**config.mk**
```make
export PLATFORM = sky130hd
export DESIGN_NAME = blkx_engine
export DESIGN_NICKNAME = d
export VERILOG_FILES = /design/src/rtl/blkx_pkg.sv /design/src/rtl/blkx_decode.sv /design/src/rtl/blkx_step.sv /design/src/rtl/blkx_engine.sv
export SDC_FILE = /design/constraint.sdc
export NUM_CORES = 1
export LEC_CHECK = 0
export ABC_AREA = 1
export BUFFER_PORTS_ARGS = -buffer_cell sky130_fd_sc_hd__buf_2
export CORE_UTILIZATION = 45
export DETAILED_ROUTE_END_ITERATION = 8
export PLACE_DENSITY = 0.82
export SYNTH_ARGS = -nofsm -noshare
export SYNTH_HDL_FRONTEND = slang
export SYNTH_SLANG_ARGS = --single-unit
```
**constraint.sdc**
```tcl
create_clock -name clk -period 2.85 [get_ports clk]
set_input_delay 0.855 -clock clk [delete_from_list [all_inputs] [get_ports clk]]
set_output_delay 0.855 -clock clk [all_outputs]
set_load 0.02 [all_outputs]
```
**src/rtl/blkx_pkg.sv**
```systemverilog
`timescale 1ns/1ps
package blkx_pkg;
    localparam int          OP_CMP_BIT = 0;
    localparam int          OP_DIR_BIT = 3;
    localparam int          OP_RPT_BIT = 4;
    localparam logic [2:0]  OP_GROUP   = 3'b101;

    typedef enum logic [1:0] {
        ST_IDLE  = 2'd0,
        ST_READ  = 2'd1,
        ST_WRITE = 2'd2
    } blkx_state_e;

    typedef struct packed {
        logic valid;
        logic cmp;
        logic down;
        logic rpt;
    } blkx_op_t;
endpackage

```
**src/rtl/blkx_decode.sv**
```systemverilog
`timescale 1ns/1ps
module blkx_decode
    import blkx_pkg::*;
#(
    parameter int OPW = 8
) (
    input  logic [OPW-1:0] op_code,
    output blkx_op_t       op
);
    always_comb begin
        op.cmp   = op_code[OP_CMP_BIT];
        op.down  = op_code[OP_DIR_BIT];
        op.rpt   = op_code[OP_RPT_BIT];
        op.valid = (op_code[OPW-1 -: 3] == OP_GROUP) && (op_code[2:1] == 2'b00);
    end
endmodule

```
**src/rtl/blkx_step.sv**
```systemverilog
`timescale 1ns/1ps
module blkx_step #(
    parameter int W = 16
) (
    input  logic [W-1:0] val,
    input  logic         down,
    output logic [W-1:0] nxt
);
    always_comb nxt = down ? (val - W'(1)) : (val + W'(1));
endmodule

```
**src/rtl/blkx_engine.sv**
```systemverilog
`timescale 1ns/1ps
module blkx_engine
    import blkx_pkg::*;
#(
    parameter int AW  = 16,
    parameter int DW  = 8,
    parameter int CW  = 16,
    parameter int OPW = 8
) (
    input  logic           clk,
    input  logic           rst_n,
    input  logic           start,
    input  logic [OPW-1:0] op_code,
    input  logic [AW-1:0]  src_init,
    input  logic [AW-1:0]  dst_init,
    input  logic [CW-1:0]  cnt_init,
    input  logic [DW-1:0]  key,
    input  logic [DW-1:0]  mem_rdata,
    input  logic           mem_ack,
    output logic           mem_req,
    output logic           mem_we,
    output logic [AW-1:0]  mem_addr,
    output logic [DW-1:0]  mem_wdata,
    output logic           busy,
    output logic           done,
    output logic [AW-1:0]  src_out,
    output logic [AW-1:0]  dst_out,
    output logic [CW-1:0]  cnt_out,
    output logic           cnt_nz,
    output logic           match
);
    localparam int NPTR    = 2;
    localparam int SRC_IDX = 0;
    localparam int DST_IDX = 1;

    typedef struct packed {
        blkx_state_e                st;
        logic [NPTR-1:0][AW-1:0]    ptr;
        logic [CW-1:0]              cnt;
        logic [DW-1:0]              key;
        logic [DW-1:0]              data;
        blkx_op_t                   mode;
        logic                       match;
        logic                       done;
    } eng_t;

    eng_t                    eng_d, eng_q;
    blkx_op_t                dec_op;
    logic [NPTR-1:0][AW-1:0] ptr_nx;
    logic [CW-1:0]           cnt_nx;
    logic                    step;
    logic                    hit;

    blkx_decode #(.OPW(OPW)) dec_i (.op_code(op_code), .op(dec_op));

    for (genvar g = 0; g < NPTR; g++) begin : g_ptr
        blkx_step #(.W(AW)) ptr_step_i (
            .val (eng_q.ptr[g]),
            .down(eng_q.mode.down),
            .nxt (ptr_nx[g])
        );
    end

    blkx_step #(.W(CW)) cnt_step_i (
        .val (eng_q.cnt),
        .down(1'b1),
        .nxt (cnt_nx)
    );

    always_comb begin
        eng_d      = eng_q;
        eng_d.done = 1'b0;
        step       = 1'b0;
        hit        = (mem_rdata == eng_q.key);
        unique case (eng_q.st)
            ST_IDLE: begin
                if (start && dec_op.valid) begin
                    eng_d.st           = ST_READ;
                    eng_d.ptr[SRC_IDX] = src_init;
                    eng_d.ptr[DST_IDX] = dst_init;
                    eng_d.cnt          = cnt_init;
                    eng_d.key          = key;
                    eng_d.mode         = dec_op;
                    eng_d.match        = 1'b0;
                end
            end
            ST_READ: begin
                if (mem_ack) begin
                    if (eng_q.mode.cmp) begin
                        step               = 1'b1;
                        eng_d.ptr[SRC_IDX] = ptr_nx[SRC_IDX];
                        eng_d.cnt          = cnt_nx;
                        eng_d.match        = hit;
                        if (eng_q.mode.rpt && (cnt_nx != '0) && !hit) begin
                            eng_d.st = ST_READ;
                        end else begin
                            eng_d.st   = ST_IDLE;
                            eng_d.done = 1'b1;
                        end
                    end else begin
                        eng_d.data = mem_rdata;
                        eng_d.st   = ST_WRITE;
                    end
                end
            end
            ST_WRITE: begin
                if (mem_ack) begin
                    step      = 1'b1;
                    eng_d.ptr = ptr_nx;
                    eng_d.cnt = cnt_nx;
                    if (eng_q.mode.rpt && (cnt_nx != '0)) begin
                        eng_d.st = ST_READ;
                    end else begin
                        eng_d.st   = ST_IDLE;
                        eng_d.done = 1'b1;
                    end
                end
            end
            default: eng_d.st = ST_IDLE;
        endcase
    end

    always_ff @(posedge clk) begin
        if (!rst_n) eng_q <= '0;
        else        eng_q <= eng_d;
    end

    assign mem_req   = (eng_q.st != ST_IDLE);
    assign mem_we    = (eng_q.st == ST_WRITE);
    assign mem_addr  = (eng_q.st == ST_WRITE) ? eng_q.ptr[DST_IDX] : eng_q.ptr[SRC_IDX];
    assign mem_wdata = eng_q.data;
    assign busy      = (eng_q.st != ST_IDLE);
    assign done      = eng_q.done;
    assign src_out   = eng_q.ptr[SRC_IDX];
    assign dst_out   = eng_q.ptr[DST_IDX];
    assign cnt_out   = eng_q.cnt;
    assign cnt_nz    = (eng_q.cnt != '0);
    assign match     = eng_q.match;


    cnt_step_chk: assert property (@(posedge clk) disable iff (!rst_n)
        step |=> (cnt_out == $past(cnt_out) - CW'(1)));

    src_up_chk: assert property (@(posedge clk) disable iff (!rst_n)
        (step && !eng_q.mode.down) |=> (src_out == $past(src_out) + AW'(1)));

    src_dn_chk: assert property (@(posedge clk) disable iff (!rst_n)
        (step && eng_q.mode.down) |=> (src_out == $past(src_out) - AW'(1)));

    cmp_dst_frozen_chk: assert property (@(posedge clk) disable iff (!rst_n)
        (step && eng_q.mode.cmp) |=> $stable(dst_out));

    move_write_chk: assert property (@(posedge clk) disable iff (!rst_n)
        (mem_req && mem_ack && !mem_we && !eng_q.mode.cmp) |=>
            (mem_req && mem_we && (mem_addr == dst_out) && (mem_wdata == $past(mem_rdata))));

    hit_stop_chk: assert property (@(posedge clk) disable iff (!rst_n)
        (step && eng_q.mode.cmp && hit) |=> (!busy && match));

    single_stop_chk: assert property (@(posedge clk) disable iff (!rst_n)
        (step && !eng_q.mode.rpt) |=> !busy);

    req_hold_chk: assert property (@(posedge clk) disable iff (!rst_n)
        (mem_req && !mem_ack) |=> (mem_req && $stable(mem_addr) && $stable(mem_we) && $stable(mem_wdata)));

    bad_op_chk: assert property (@(posedge clk) disable iff (!rst_n)
        (!busy && start && !dec_op.valid) |=> !busy);

    done_edge_chk: assert property (@(posedge clk) disable iff (!rst_n)
        done |-> (!busy && $past(busy)));
endmodule

```
Yosys cells after proc, flatten, opt, wreduce, memory -nomap -nowiden. Index checks and enable logic that the tools add are counted.

Output and inout port bits: 78. Register bits after elaboration: 71. Word-level logic and storage cells: 66. Bits of input ports: 76.

Equality and inequality tests: 8. Add/subtract/negate cells: 5. Muxes and demuxes: 22. Bitwise logic cells: 1. Reduce and logical (&&, ||, !) cells: 19.

Operators by type and width (number): one-hot mux 32 bit (3 select lines) (1); two-way mux 32 bit (2); two-way mux 58 bit (1); two-way mux 50 bit (1); two-way mux 16 bit (3); subtractor 16 x 1 -> 16 bit (second input constant) (3); adder 16 x 1 -> 16 bit (second input constant) (2); one-hot mux 16 bit (2 select lines) (1); nonzero test 16 bit (2); AND reduction 3 bit (3); == test 8 bit (1); two-way mux 2 bit (4); inequality test 2 bit (second input constant) (4); two-way mux 1 bit (6); one-hot mux 2 bit (3 select lines) (1); nonzero test 2 bit (3); AND reduction 5 bit (1); logical AND 1 bit (4); zero test 2 bit (2); one-hot mux 1 bit (2 select lines) (2); AND reduction 4 bit (1); == test 3 bit (second input constant) (1); nonzero test 3 bit (1); == test 2 x 1 -> 1 bit (second input constant) (1); 4 further kinds (4).

Depth between registers and ports, before layout.
Depth after elaboration: 8. Depth in mapped cells: 15. Gate-level depth less buffers: 15.

By module. A second synthesis with hierarchy kept.

Cell total of the unflattened synthesis: 1099. Area, all modules: 6696.4 µm².

Modules (own cells, without submodules): blkx_engine (cells an instance 565, instances 1, area an instance 3902.5 µm², seq. area each 1421.4 µm²); blkx_step (cells an instance 175, instances 3, area an instance 915.9 µm², seq. area each 0.0 µm²); blkx_decode (cells an instance 9, instances 1, area an instance 46.3 µm², seq. area each 0.0 µm²).

Least setup slack after synthesis. No wires, ideal clock.

Path kind: reg-to-reg. From: register eng_q[3] (netlist name). To: register eng_q (netlist bit src_out[12]). Path buffers: 0. Cell stages (with the launch flop): 11. Period minus slack after synthesis: 2629 ps. Arrival: 2509 ps. Path slack: 221 ps. Data required time: 2731 ps. Library setup time: 119 ps. Path through: dfxtp_1 > inv_1 > fa_1 > inv_1 > a31oi_1 > o21ai_1 > a21oi_1 > o21a_1 > or2_1 > nand3_1 > a21oi_1.

Cells in the longest elaborated chain, start to end: 4. Elaborated cells between the ends (all ways): 5. Classes of those cells: 5 x mux.

RTL lines: start: declaration (line blkx_engine.sv:47) `eng_t eng_d, eng_q;`; start signal: assignment (line blkx_engine.sv:125) `else eng_q <= eng_d;`; two-way mux 16 bit (*) (line blkx_step.sv:9) `always_comb nxt = down ? (val - W'(1)) : (val + W'(1));`; two-way mux 32 bit (line blkx_engine.sv:89) `if (eng_q.mode.cmp) begin`; two-way mux 32 bit (line blkx_engine.sv:88) `if (mem_ack) begin`; one-hot mux 32 bit (3 select lines) (*) (line blkx_engine.sv:75) `unique case (eng_q.st)`.

Mark *: on every way between the ends. The rest lies on a longest branch, timed or not. The select of a mux whose other input is x is not followed. A chain may end at the register's enable or synchronous reset.

Final worst setup path.
From: register eng_q[70] (netlist name). To: output mem_addr[6].

Cells in the longest elaborated chain, start to end: 2.

RTL lines: == test 2 bit; two-way mux 16 bit (line blkx_engine.sv:130) `assign mem_addr = (eng_q.st == ST_WRITE) ? eng_q.ptr[DST_IDX] : eng_q.ptr[SRC_IDX];`; end: declaration (line blkx_engine.sv:22) `output logic [AW-1:0] mem_addr,`.

No other way between the ends.

==> impl_metrics.json <==
{
  "top_level_ports": 154,
  "cp_common_cell": "inv_1",
  "cts_inserted_buffers": 9,
  "hold_buffers": 0,
  "postCtsSetupBuffers": 0,
  "wl_per_cell_um": 14.7,
  "crit_fanout": 16,
  "finalSetupViolations": 0,
  "power_switching_mw": 0.639,
  "peakVddDrop_mv": 0.266,
  "hp-class": "reg2reg",
  "skew_ps": 7.62,
  "status": "complete, no violations",
  "clockPowerShare": 0.481,
  "async_flop_share": 0,
  "fin_nets": 1042,
  "p_seq_frac": 0.419,
  "required_ps": 2000,
  "grt_pass1_vias": 5456,
  "timing.hold.ws_ps": 459,
  "antenna_found_initial": 2,
  "n_antenna_cell": 0,
  "core_um2": 12000,
  "die_area_um2": 12700,
  "syn_inst": 837,
  "mappedNetlistNets": 949,
  "root_buffer": "clkbuf_16",
  "finalCritPeriodShare": 0.920,
  "fin_crit_ps": 2620,
  "r2r_cells": 12,
  "netlist_area_um2": 5530,
  "final_cell_mix": "nand2_1 (185), buf_2 (153), a21oi_1 (129)",
  "leakagePower_nw": 3.27,
  "detail-route-antenna-nets": 0,
  "routabilityCongestion": 0.900,
  "cp.arrival_ps": 1770,
  "grt_first_pass_wirelength_um": 25800,
  "worstMarginPinSlew_ps": 1070,
  "wl_um": 15900,
  "clock_latency_ps": 350,
  "layout.cells.non_filler": 1082,
  "dp_hpwl_um": 11800,
  "n_fill_cell": 1207,
  "clkTransAtPathRegs_ps": 60,
  "vias": 5825,
  "yosysWarnings": 0,
  "finalHoldViolCount": 0,
  "p_per_area_nw_per_um2": 380,
  "final.setup.tns_ps": 0,
  "syn_avg_cell_area_um2": 6.61,
  "clockBufferDepth": 2,
  "cts_tree": "yes",
  "via_per_inst": 5.38,
  "cp-end-kind": "output pin",
  "cp_slowest_cell": "dfxtp_1",
  "placed_cells": 1066,
  "drt_iter0_drc": 444,
  "dieWidth_um": 113,
  "maxCapViolCount": 0,
  "crit_type": "reg2out",
  "cts.repair.resized": 0,
  "start_util": 0.460,
  "swShare": 0.264,
  "drt_drc_violations_left": 0,
  "gr-usage-all-layers": 0.255,
  "drive_above_1_share": 0.214,
  "die_h_um": 113,
  "ys_ff_latch": 71,
  "synth_edf_count": 0,
  "ys.flop_type": "dfxtp_1",
  "final_common_cell": "nand2_1",
  "finalMaxSlewViolations": 0,
  "cts.sinks": 71,
  "ys_seq_area_frac": 0.257,
  "fmax_mhz": 381,
  "htreeDepth": 3,
  "grt_overflow": 0,
  "grt_max_degree": 42,
  "num_rows": 40,
  "crit_chain": "inv_1 > ha_1 > inv_1 > buf_4 > nand2_1 > o21ai_0 > buf_2",
  "max_slew_margin": 0.288,
  "numPortBuffers": 153,
  "combPwrFrac": 0.100,
  "min_path_cells": 2,
  "critPathMaxStageDelay_ps": 390,
  "areaGrowthSynthToFinish_pct": 15.3,
  "ys_types": 43,
  "rsz0062_at_grt": "false",
  "drt_pass1_iterations": 5,
  "startpoint_type": "flip-flop",
  "internal_power_mw": 1.78
}
per-stage QoR:
stage	cell area (µm²)	utilization	total power, mW	worst slack, ps
4_1_cts	6380	0.531	2.44	219
6_report	6380	0.531	2.42	228
2_1_floorplan	5530	-	1.18	221
3_3_place_gp	6080	0.506	1.27	247
5_1_grt	6380	0.531	2.50	78.6
3_5_place_dp	6080	0.506	1.28	149
kinds of logic (layout without fill, tap and decap cells):
group / Yosys count / in the layout / synth area share
XOR/XNOR: 20 / 20 / 0.0317
adder cells (fa/ha/maj): 36 / 36 / 0.0842
AO/OA/AOI/OAI: 247 / 247 / 0.241
buffers and inverters: 160 / 258 / 0.152
flip-flops: 71 / 71 / 0.257
AND/OR/NAND/NOR: 303 / 303 / 0.234
Yosys cell counts (3+ instances only):
cell	instances	share of area
a211oi_1	4	0.0054
a21oi_1	129	0.12
a221oi_1	4	0.0063
a31oi_1	9	0.010
buf_2	5	0.0045
buf_4	58	0.079
clkbuf_1	22	0.015
dfxtp_1	71	0.26
ha_1	34	0.077
inv_1	71	0.048
nand2_1	185	0.13
nand3_1	44	0.040
nand3b_1	3	0.0041
nand4_1	8	0.0091
nor2_1	41	0.028
nor2_2	5	0.0057
nor3_1	8	0.0072
o211ai_1	5	0.0068
o21ai_0	75	0.068
o21ai_1	5	0.0045
o21bai_1	3	0.0041
xnor2_1	9	0.014
xor2_1	11	0.017
power groups by stage:
| stage | Sequential, mW | Clock (mW) | Combinational [mW] |
|---|---|---|---|
| 6_report | 1.02 | 1.17 | 0.242 |
| 4_1_cts | 1.02 | 1.19 | 0.241 |
| 5_1_grt | 1.02 | 1.21 | 0.270 |
| 3_5_place_dp | 1.04 | 0 | 0.240 |
| 2_1_floorplan | 1.03 | 0 | 0.148 |
| 3_3_place_gp | 1.04 | 0 | 0.235 |
registers in the layout (all words and copies together) (netlist names):
register	count
dst_out	16
match	1
cnt_out	16
eng_q	13
done	1
mem_wdata	8
src_out	16
path summary, 6_finish.rpt:
path	startpoint	slack [ps]	endpoint
hold reg to reg	mem_wdata[1]	460	mem_wdata[1]
hold / removal	mem_wdata[1]	460	mem_wdata[1]
setup reg to reg	eng_q[3]	380	dst_out[10]
setup / recovery	eng_q[70]	230	mem_addr[6]
area by class of cell:
cell class | count | area (µm²) | area share
Tap cell | 147 | 184 | 0.0288
Multi-Input combinational cell | 606 | 3270 | 0.513
Timing Repair Buffer | 170 | 931 | 0.146
Clock inverter | 6 | 70.1 | 0.0110
Inverter | 72 | 270 | 0.0424
Sequential cell | 71 | 1420 | 0.223
Clock buffer | 10 | 229 | 0.0359
per-layer routing:
layer / track usage / wire length, µm / up-vias
met4: 0.117 / 403 / 0
met5: 0 / 0 / -
met1: 0.315 / 6890 / 2593
met2: 0.422 / 7320 / 243
met3: 0.0557 / 1250 / 27
li1: - / - / 2962
critical path: cells and delay by family, from the launching register on:
kind	cells	cell delay (ps)
simple gates	1	100
compound gates	1	100
fa+ha+maj	1	230
flops	1	390
buf+inv	4	580
(Power assumes the default switching activity.)
